`src/rtl/mbx_irq_pkg.sv`:
```
package mbx_irq_pkg;

  typedef enum logic [1:0] {
    ACC_IDLE  = 2'd0,
    ACC_READ  = 2'd1,
    ACC_WRITE = 2'd2
  } acc_kind_t;

  // Uppermost word of an array addressed by aw bits (aw <= 31).
  function automatic int unsigned mbx_top_word(input int unsigned aw);
    return (32'd1 << aw) - 32'd1;
  endfunction

  // Word just below the uppermost one.
  function automatic int unsigned mbx_next_word(input int unsigned aw);
    return mbx_top_word(aw) - 32'd1;
  endfunction

  // Only enabled accesses outside semaphore space count.
  function automatic acc_kind_t mbx_classify(input logic en, input logic sem,
                                             input logic wr);
    if (!en || sem) return ACC_IDLE;
    return wr ? ACC_WRITE : ACC_READ;
  endfunction

  // Next flag value; a set beats a clear.
  function automatic logic mbx_flag_next(input logic cur, input logic set,
                                         input logic clr);
    if (set) return 1'b1;
    if (clr) return 1'b0;
    return cur;
  endfunction

endpackage

```
`src/rtl/mbx_port_dec.sv`:
```
module mbx_port_dec
  import mbx_irq_pkg::*;
#(
  parameter int unsigned ADDR_W   = 15,
  parameter bit          SEND_TOP = 1'b1
) (
  input  logic [ADDR_W-1:0] addr,
  input  logic              en,
  input  logic              sem,
  input  logic              wr,
  output logic              send_hit,
  output logic              take_hit
);

  localparam logic [ADDR_W-1:0] TOP_W  = ADDR_W'(mbx_top_word(ADDR_W));
  localparam logic [ADDR_W-1:0] NEXT_W = ADDR_W'(mbx_next_word(ADDR_W));
  localparam logic [ADDR_W-1:0] SEND_W = SEND_TOP ? TOP_W : NEXT_W;
  localparam logic [ADDR_W-1:0] TAKE_W = SEND_TOP ? NEXT_W : TOP_W;

  acc_kind_t kind;

  always_comb begin
    kind     = mbx_classify(en, sem, wr);
    send_hit = (kind == ACC_WRITE) && (addr == SEND_W);
    take_hit = (kind == ACC_READ)  && (addr == TAKE_W);
  end

endmodule

```
`src/rtl/mbx_flag.sv`:
```
module mbx_flag
  import mbx_irq_pkg::*;
(
  input  logic clk,
  input  logic rst_n,
  input  logic set,
  input  logic clr,
  output logic irq_n
);

  logic flag_q;

  always_ff @(posedge clk or negedge rst_n) begin
    if (!rst_n) flag_q <= 1'b0;
    else        flag_q <= mbx_flag_next(flag_q, set, clr);
  end

  assign irq_n = ~flag_q;

endmodule

```
`src/rtl/mbx_irq_top.sv`:
```
module mbx_irq_top #(
  parameter int unsigned ADDR_W = 15
) (
  input  logic              clk,
  input  logic              rst_n,
  input  logic [ADDR_W-1:0] l_addr,
  input  logic              l_en,
  input  logic              l_sem,
  input  logic              l_wr,
  input  logic [ADDR_W-1:0] r_addr,
  input  logic              r_en,
  input  logic              r_sem,
  input  logic              r_wr,
  output logic              irq_l_n,
  output logic              irq_r_n
);

  localparam int unsigned NPORT = 2;

  // Named events: left sends on the top word, right on the word below.
  logic l_send_hit, l_take_hit;
  logic r_send_hit, r_take_hit;

  mbx_port_dec #(.ADDR_W(ADDR_W), .SEND_TOP(1'b1)) u_dec_l (
    .addr(l_addr), .en(l_en), .sem(l_sem), .wr(l_wr),
    .send_hit(l_send_hit), .take_hit(l_take_hit)
  );

  mbx_port_dec #(.ADDR_W(ADDR_W), .SEND_TOP(1'b0)) u_dec_r (
    .addr(r_addr), .en(r_en), .sem(r_sem), .wr(r_wr),
    .send_hit(r_send_hit), .take_hit(r_take_hit)
  );

  // Index 0: flag toward left, index 1: flag toward right.
  logic [NPORT-1:0] flag_set, flag_clr, flag_irq_n;

  assign flag_set = {l_send_hit, r_send_hit};
  assign flag_clr = {r_take_hit, l_take_hit};

  for (genvar g = 0; g < NPORT; g++) begin : g_flag
    mbx_flag u_flag (
      .clk(clk), .rst_n(rst_n),
      .set(flag_set[g]), .clr(flag_clr[g]),
      .irq_n(flag_irq_n[g])
    );
  end

  assign irq_l_n = flag_irq_n[0];
  assign irq_r_n = flag_irq_n[1];

endmodule

```
`config.mk`:
```
export PLATFORM = sky130hd
export DESIGN_NAME = mbx_irq_top
export DESIGN_NICKNAME = d
export VERILOG_FILES = /design/src/rtl/mbx_irq_pkg.sv /design/src/rtl/mbx_port_dec.sv /design/src/rtl/mbx_flag.sv /design/src/rtl/mbx_irq_top.sv
export SDC_FILE = /design/constraint.sdc
export NUM_CORES = 1
export LEC_CHECK = 0
export BUFFER_PORTS_ARGS = -buffer_cell sky130_fd_sc_hd__buf_4
export CAP_MARGIN = 20
export CORE_AREA = 2 2 39 41
export CTS_CLUSTER_DIAMETER = 40
export DETAILED_ROUTE_END_ITERATION = 8
export DIE_AREA = 0 0 41 43
export GPL_TIMING_DRIVEN = 0
export PLACE_DENSITY = 0.61
export RECOVER_POWER = 25
export SYNTH_ARGS = -nofsm -noshare
export SYNTH_HDL_FRONTEND = slang
export SYNTH_SLANG_ARGS = --single-unit
```
`constraint.sdc`:
```
create_clock -name clk -period 1.8 [get_ports clk]
set_input_delay 0.36 -clock clk [delete_from_list [all_inputs] [get_ports clk]]
set_output_delay 0.36 -clock clk [all_outputs]
set_load 0.005 [all_outputs]
```
* Yosys cells after proc, flatten, opt, wreduce, memory -nomap -nowiden
Index checks and enable logic that the tools add are counted.
W data, S select, Z words.
** Word-level totals
- Logic and storage cells :: 44
- Bits of input ports :: 38
- Register bits :: 2
** Cells by class
- Reductions and logical operators :: 10
- Bitwise logic cells :: 2
- Mux-type cells :: 22
- Equality and inequality tests :: 8
** Operators by type and width (number)
- $eq A15 B15 Y1 const B :: 4
- $mux W1 :: 16
- $mux W2 :: 6
- $eq A2 B1 Y1 const B :: 2
- $eq A2 B2 Y1 const B :: 2
- $logic_and A1 B1 Y1 :: 4
- $reduce_bool A2 Y1 :: 2
- $logic_not A1 Y1 :: 2
- $logic_or A1 B1 Y1 :: 2
- $not A1 Y1 :: 2

* Logic depth before layout (Yosys ltp)
- Depth in word-level cells :: 10
- Depth in mapped cells :: 4
- Mapped depth without buffers :: 4

* By module
A second synthesis with hierarchy kept.
** Unflattened totals
- Cell total of the unflattened synthesis :: 20
- Area, all modules :: 185.2 µm²
** By module, submodules not included
- mbx_flag :: seq. area each 25.0 µm², instances 2, cells an instance 3, area an instance 40.0 µm²
- mbx_port_dec (u_dec_l) :: seq. area each 0.0 µm², instances 1, cells an instance 7, area an instance 53.8 µm²
- mbx_port_dec (u_dec_r) :: seq. area each 0.0 µm², instances 1, cells an instance 7, area an instance 51.3 µm²

* Least setup slack after synthesis
OpenSTA, ideal clock, no wires.
- Path kind :: input-to-reg
- Start point :: input port r_sem
- End point :: register g_flag[1].u_flag.flag_q
- Path buffers :: 0
- Stages :: 4
- Data arrival time :: 1.088 ns
- Setup slack :: 0.591 ns
- Required time :: 1.678 ns
- Cell sequence :: nand4b_1 > nor4_2 > nand3b_1 > a32o_1
** On the way
- Word-level cells in the longest chain between the ends :: 8
- Elaborated cells between the ends (all ways) :: 11
** Ends and longest elaborated chain
- start, declared :: RTL line mbx_irq_top.sv:12 : input logic r_sem,
- $logic_or A1 B1 Y1 (*) :: RTL line mbx_irq_pkg.sv:22 : if (!en || sem) return ACC_IDLE;
- $mux W1 (*) :: RTL line mbx_irq_pkg.sv:22
- $mux W2 (*) :: RTL line mbx_irq_pkg.sv:23 : return wr ? ACC_WRITE : ACC_READ;
- $eq A2 B1 Y1 (*) :: RTL line mbx_port_dec.sv:25 : take_hit = (kind == ACC_READ) && (addr == TAKE_W);
- $logic_and A1 B1 Y1 (*) :: RTL line mbx_port_dec.sv:25
- $mux W1 :: RTL line mbx_irq_pkg.sv:30 : if (clr) return 1'b0;
- $mux W1 (on tied branches) :: RTL line mbx_irq_pkg.sv:31, mbx_irq_pkg.sv:30
- $mux W1 or $reduce_bool A2 Y1 (tied branches)
- end signal, assigned :: RTL line mbx_flag.sv:15 : else flag_q <= mbx_flag_next(flag_q, set, clr);
- end, declared :: RTL line mbx_flag.sv:11 : logic flag_q;
Mark *: on every way between the ends. The rest lies on a longest branch, timed or not. The select of a mux whose other input is x is not followed.
A chain may end at the register's enable or synchronous reset.

* Worst setup path in the final report
- Start point :: input port l_sem
- End point :: register g_flag[0].u_flag.flag_q
** On the way
- Word-level cells in the longest chain between the ends :: 8
- Elaborated cells between the ends (all ways) :: 11
** Ends and longest elaborated chain
- start, declared :: RTL line mbx_irq_top.sv:8 : input logic l_sem,
- $logic_or A1 B1 Y1 (*) :: RTL line mbx_irq_pkg.sv:22
- $mux W1 (*) :: RTL line mbx_irq_pkg.sv:22
- $mux W2 (*) :: RTL line mbx_irq_pkg.sv:23
- $eq A2 B1 Y1 (*) :: RTL line mbx_port_dec.sv:25
- $logic_and A1 B1 Y1 (*) :: RTL line mbx_port_dec.sv:25
- $mux W1 :: RTL line mbx_irq_pkg.sv:30
- $mux W1 (on tied branches) :: RTL line mbx_irq_pkg.sv:31, mbx_irq_pkg.sv:30
- $mux W1 or $reduce_bool A2 Y1 (tied branches)
- end signal, assigned :: RTL line mbx_flag.sv:15
- end, declared :: RTL line mbx_flag.sv:11
Marked as above.

==> metrics.md <==
| Metric | Value |
|---|---|
| Boundary Pins | 40 |
| Post-synthesis cell count | 19 |
| Worst path bufs/invs | 1 |
| Largest net degree at the start of global routing | 3 |
| RSZ-0062 raised after global routing | false |
| Non-Filler Instances | slightly below 80 |
| Die area | between 0.0015 and 0.002 mm2 |
| Initial antenna violation count | 0 |
| WL/cell | 9.44 um |
| Actual slew at the worst max-slew pin | approximately 370 ps |
| Cell count after placement | 74 |
| Antenna Cells | 0 |
| CP Launch Type | primary input |
| Commonest non-fill, non-tap cell in the layout | buf_4 |
| Largest regs | g_flag.u_flag.flag_q (2) |
| Reg with most FFs | g_flag.u_flag.flag_q |
| TritonCTS clock tree | done |
| Syn_area_per_cell | slightly below 9 um2 |
| Worst skew pair latency | 220 ps |
| Vias in the first global route | 339 |
| Hold Crit Class | primary input to flop |
| VDD IR max | 0.209 mV |
| Clock sink count | 2 |
| Max FO, Critical Path | 2 |
| Leak pwr | about 0.00025 uW |
| MaxCap Viol Count | 0 |
| Die height | roughly 43 um |
| Gpl congestion | approximately 0.68 |
| Tcrit/Tclk final | 65.9% |
| Via/cell ratio | approximately 4.3 |
| Syn nets | 57 |
| Max Fclk | 843 MHz |
| Peak per-stage delay on the critical path | between 300 and 400 ps |
| Fill count | around 160 |
| CTS Buf Count | 3 |
| WS Path Type | primary input to flop |
| # port buffers | 39 |
| Pre-CTS setup slack | 344 ps |
| CP cell instances | buf_4 > nand4b_1 > nor4_1 > nor3b_1 > o21ai_0 |
| Row count | 14 |
| Number of setup violations in the final report | 0 |
| Clock tree buffer depth | 2 |
| Clk slew on worst S/H paths | ~30 ps |
| Post-Syn Area | 169 um2 |
| CTS Root Cell | clkbuf_4 |
| GRT Total Usage | approximately a tenth |
| Vias | between 300 and 400 |
| Max FFs per register | 2 |
| Share of layout cells above drive strength 1 | around 68% |
| Crit path capture type | flop |
| Most frequent cells in the layout | 38 x buf_4, 6 x nand4_1, 3 x clkbuf_4 |
| Drt first pass iters | 1 |
| Post-synthesis sequential area ratio | between 20 and 30% |
| Relative slew slack | 74.9% |
| Pwr Density | 413 mW/mm2 |
| Yosys warns | 0 |
| Critical Path AT | between 1000 and 1500 ps |
| HPWL after DPL | ~700 um |
| Max-slew violations | 0 |
| Detailed-route wire length | about 740 um |
| H-tree lvl count | 1 |
| Final WS setup | slightly above 600 ps |
| First-pass GRT wire length | around 1.2 mm |
| Area growth from synthesis to layout | 202% |
| Core outline area | 0.00138 mm2 |
| Post-CTS Repair Setup Buffers | 0 |
| DR DRC count | 0 |
| CP max stage cell | nor4_1 |
| Setup_tns | 0 ps |
| Worst path required time | 1900 ps |
| Status | finished, final reports clean |
| Gr ovfl total | 0 |
| Clock Skew | 0 ps |
| Period minus WS final | between 1000 and 1500 ps |
| Die width | ~40 um |
| Largest delay share family, worst path | simple AND/OR/NAND/NOR gates |
| Post-layout nets | 102 |
| Drt first-iter violations | 0 |
| Yosys reg bits | 2 |
| Final Hold Fails | 0 |
| Starting Density | between 10% and 20% |
| Distinct cell type count after synthesis | 10 |
| Post-route ant nets | 0 |
-- per-layer routing --
metal	GRT usage [%]	vias up	part of all wire, %
met5	0	-	0
met4	8.00	0	0
met3	5.24	0	12
met2	15.6	23	58
met1	9.27	146	30
li1	-	168	-
-- final timing paths --
path	depth (start not counted)	slack [ps]	from	end
max	5	610	l_sem	g_flag[0].u_flag.flag_q
min	3	390	r_wr	g_flag[0].u_flag.flag_q
max reg2reg	1	1120	g_flag[1].u_flag.flag_q	g_flag[1].u_flag.flag_q
min reg2reg	1	490	g_flag[1].u_flag.flag_q	g_flag[1].u_flag.flag_q
max in group asynchronous	2	1220	rst_n	g_flag[1].u_flag.flag_q
min in group asynchronous	2	450	rst_n	g_flag[0].u_flag.flag_q
-- Yosys cell counts --
| cell type | number | area (um2) |
|---|---|---|
| inv_1 | 2 | 7.51 |
| dfrtp_1 | 2 | 50.1 |
| nor4_2 | 1 | 12.5 |
| nand3b_1 | 2 | 15.0 |
| nand4_1 | 6 | 37.5 |
| o21ai_0 | 1 | 5.00 |
| nor3b_1 | 1 | 7.51 |
| a32o_1 | 1 | 10.0 |
| nand4b_1 | 2 | 17.5 |
| nor4_1 | 1 | 6.26 |
-- cell type report --
| class | count | area (um2) | share of cell area (%) |
|---|---|---|---|
| timing repair buffer | 40 | 299 | 58.6 |
| clock buffer | 3 | 22.5 | 4.41 |
| tap | 16 | 20.0 | 3.92 |
| sequential | 2 | 50.0 | 9.80 |
| multi-input combinational | 15 | 111 | 21.8 |
| inverter | 2 | 7.51 | 1.47 |
-- through the flow --
stage	hold WS, ps	area [um2]	power, uW	utilization [%]
6_report	391	510	211	36.9
5_1_grt	405	510	226	36.9
4_1_cts	386	514	220	37.2
3_5_place_dp	144	482	113	34.8
3_3_place_gp	144	482	112	34.8
2_1_floorplan	64.4	169	50.5	-
-- report_power, final --
group	switching, uW	internal [uW]
registers	0.00546	45.3
clock network	25.0	73.5
logic	13.5	53.4
total	38.5	172
-- worst min-delay path, cell delays in order --
cell and delay, ps:
buf_4 80, nand3b_1 60, o21ai_0 70
-- cells by family (layout without fill, tap and decap cells) --
logic type	count (synthesis)	count (layout)	synth area share [%]
buf+inv	2	45	4.45
compound gates	2	2	8.89
flops	2	2	29.6
simple gates	13	13	57.0
-- what timing repair did --
action,in CTS,in global routing
hold endpoints to repair,2,0
hold buffers,1,0
gates resized for setup,0,0
Power figures use the tool's default switching activity.
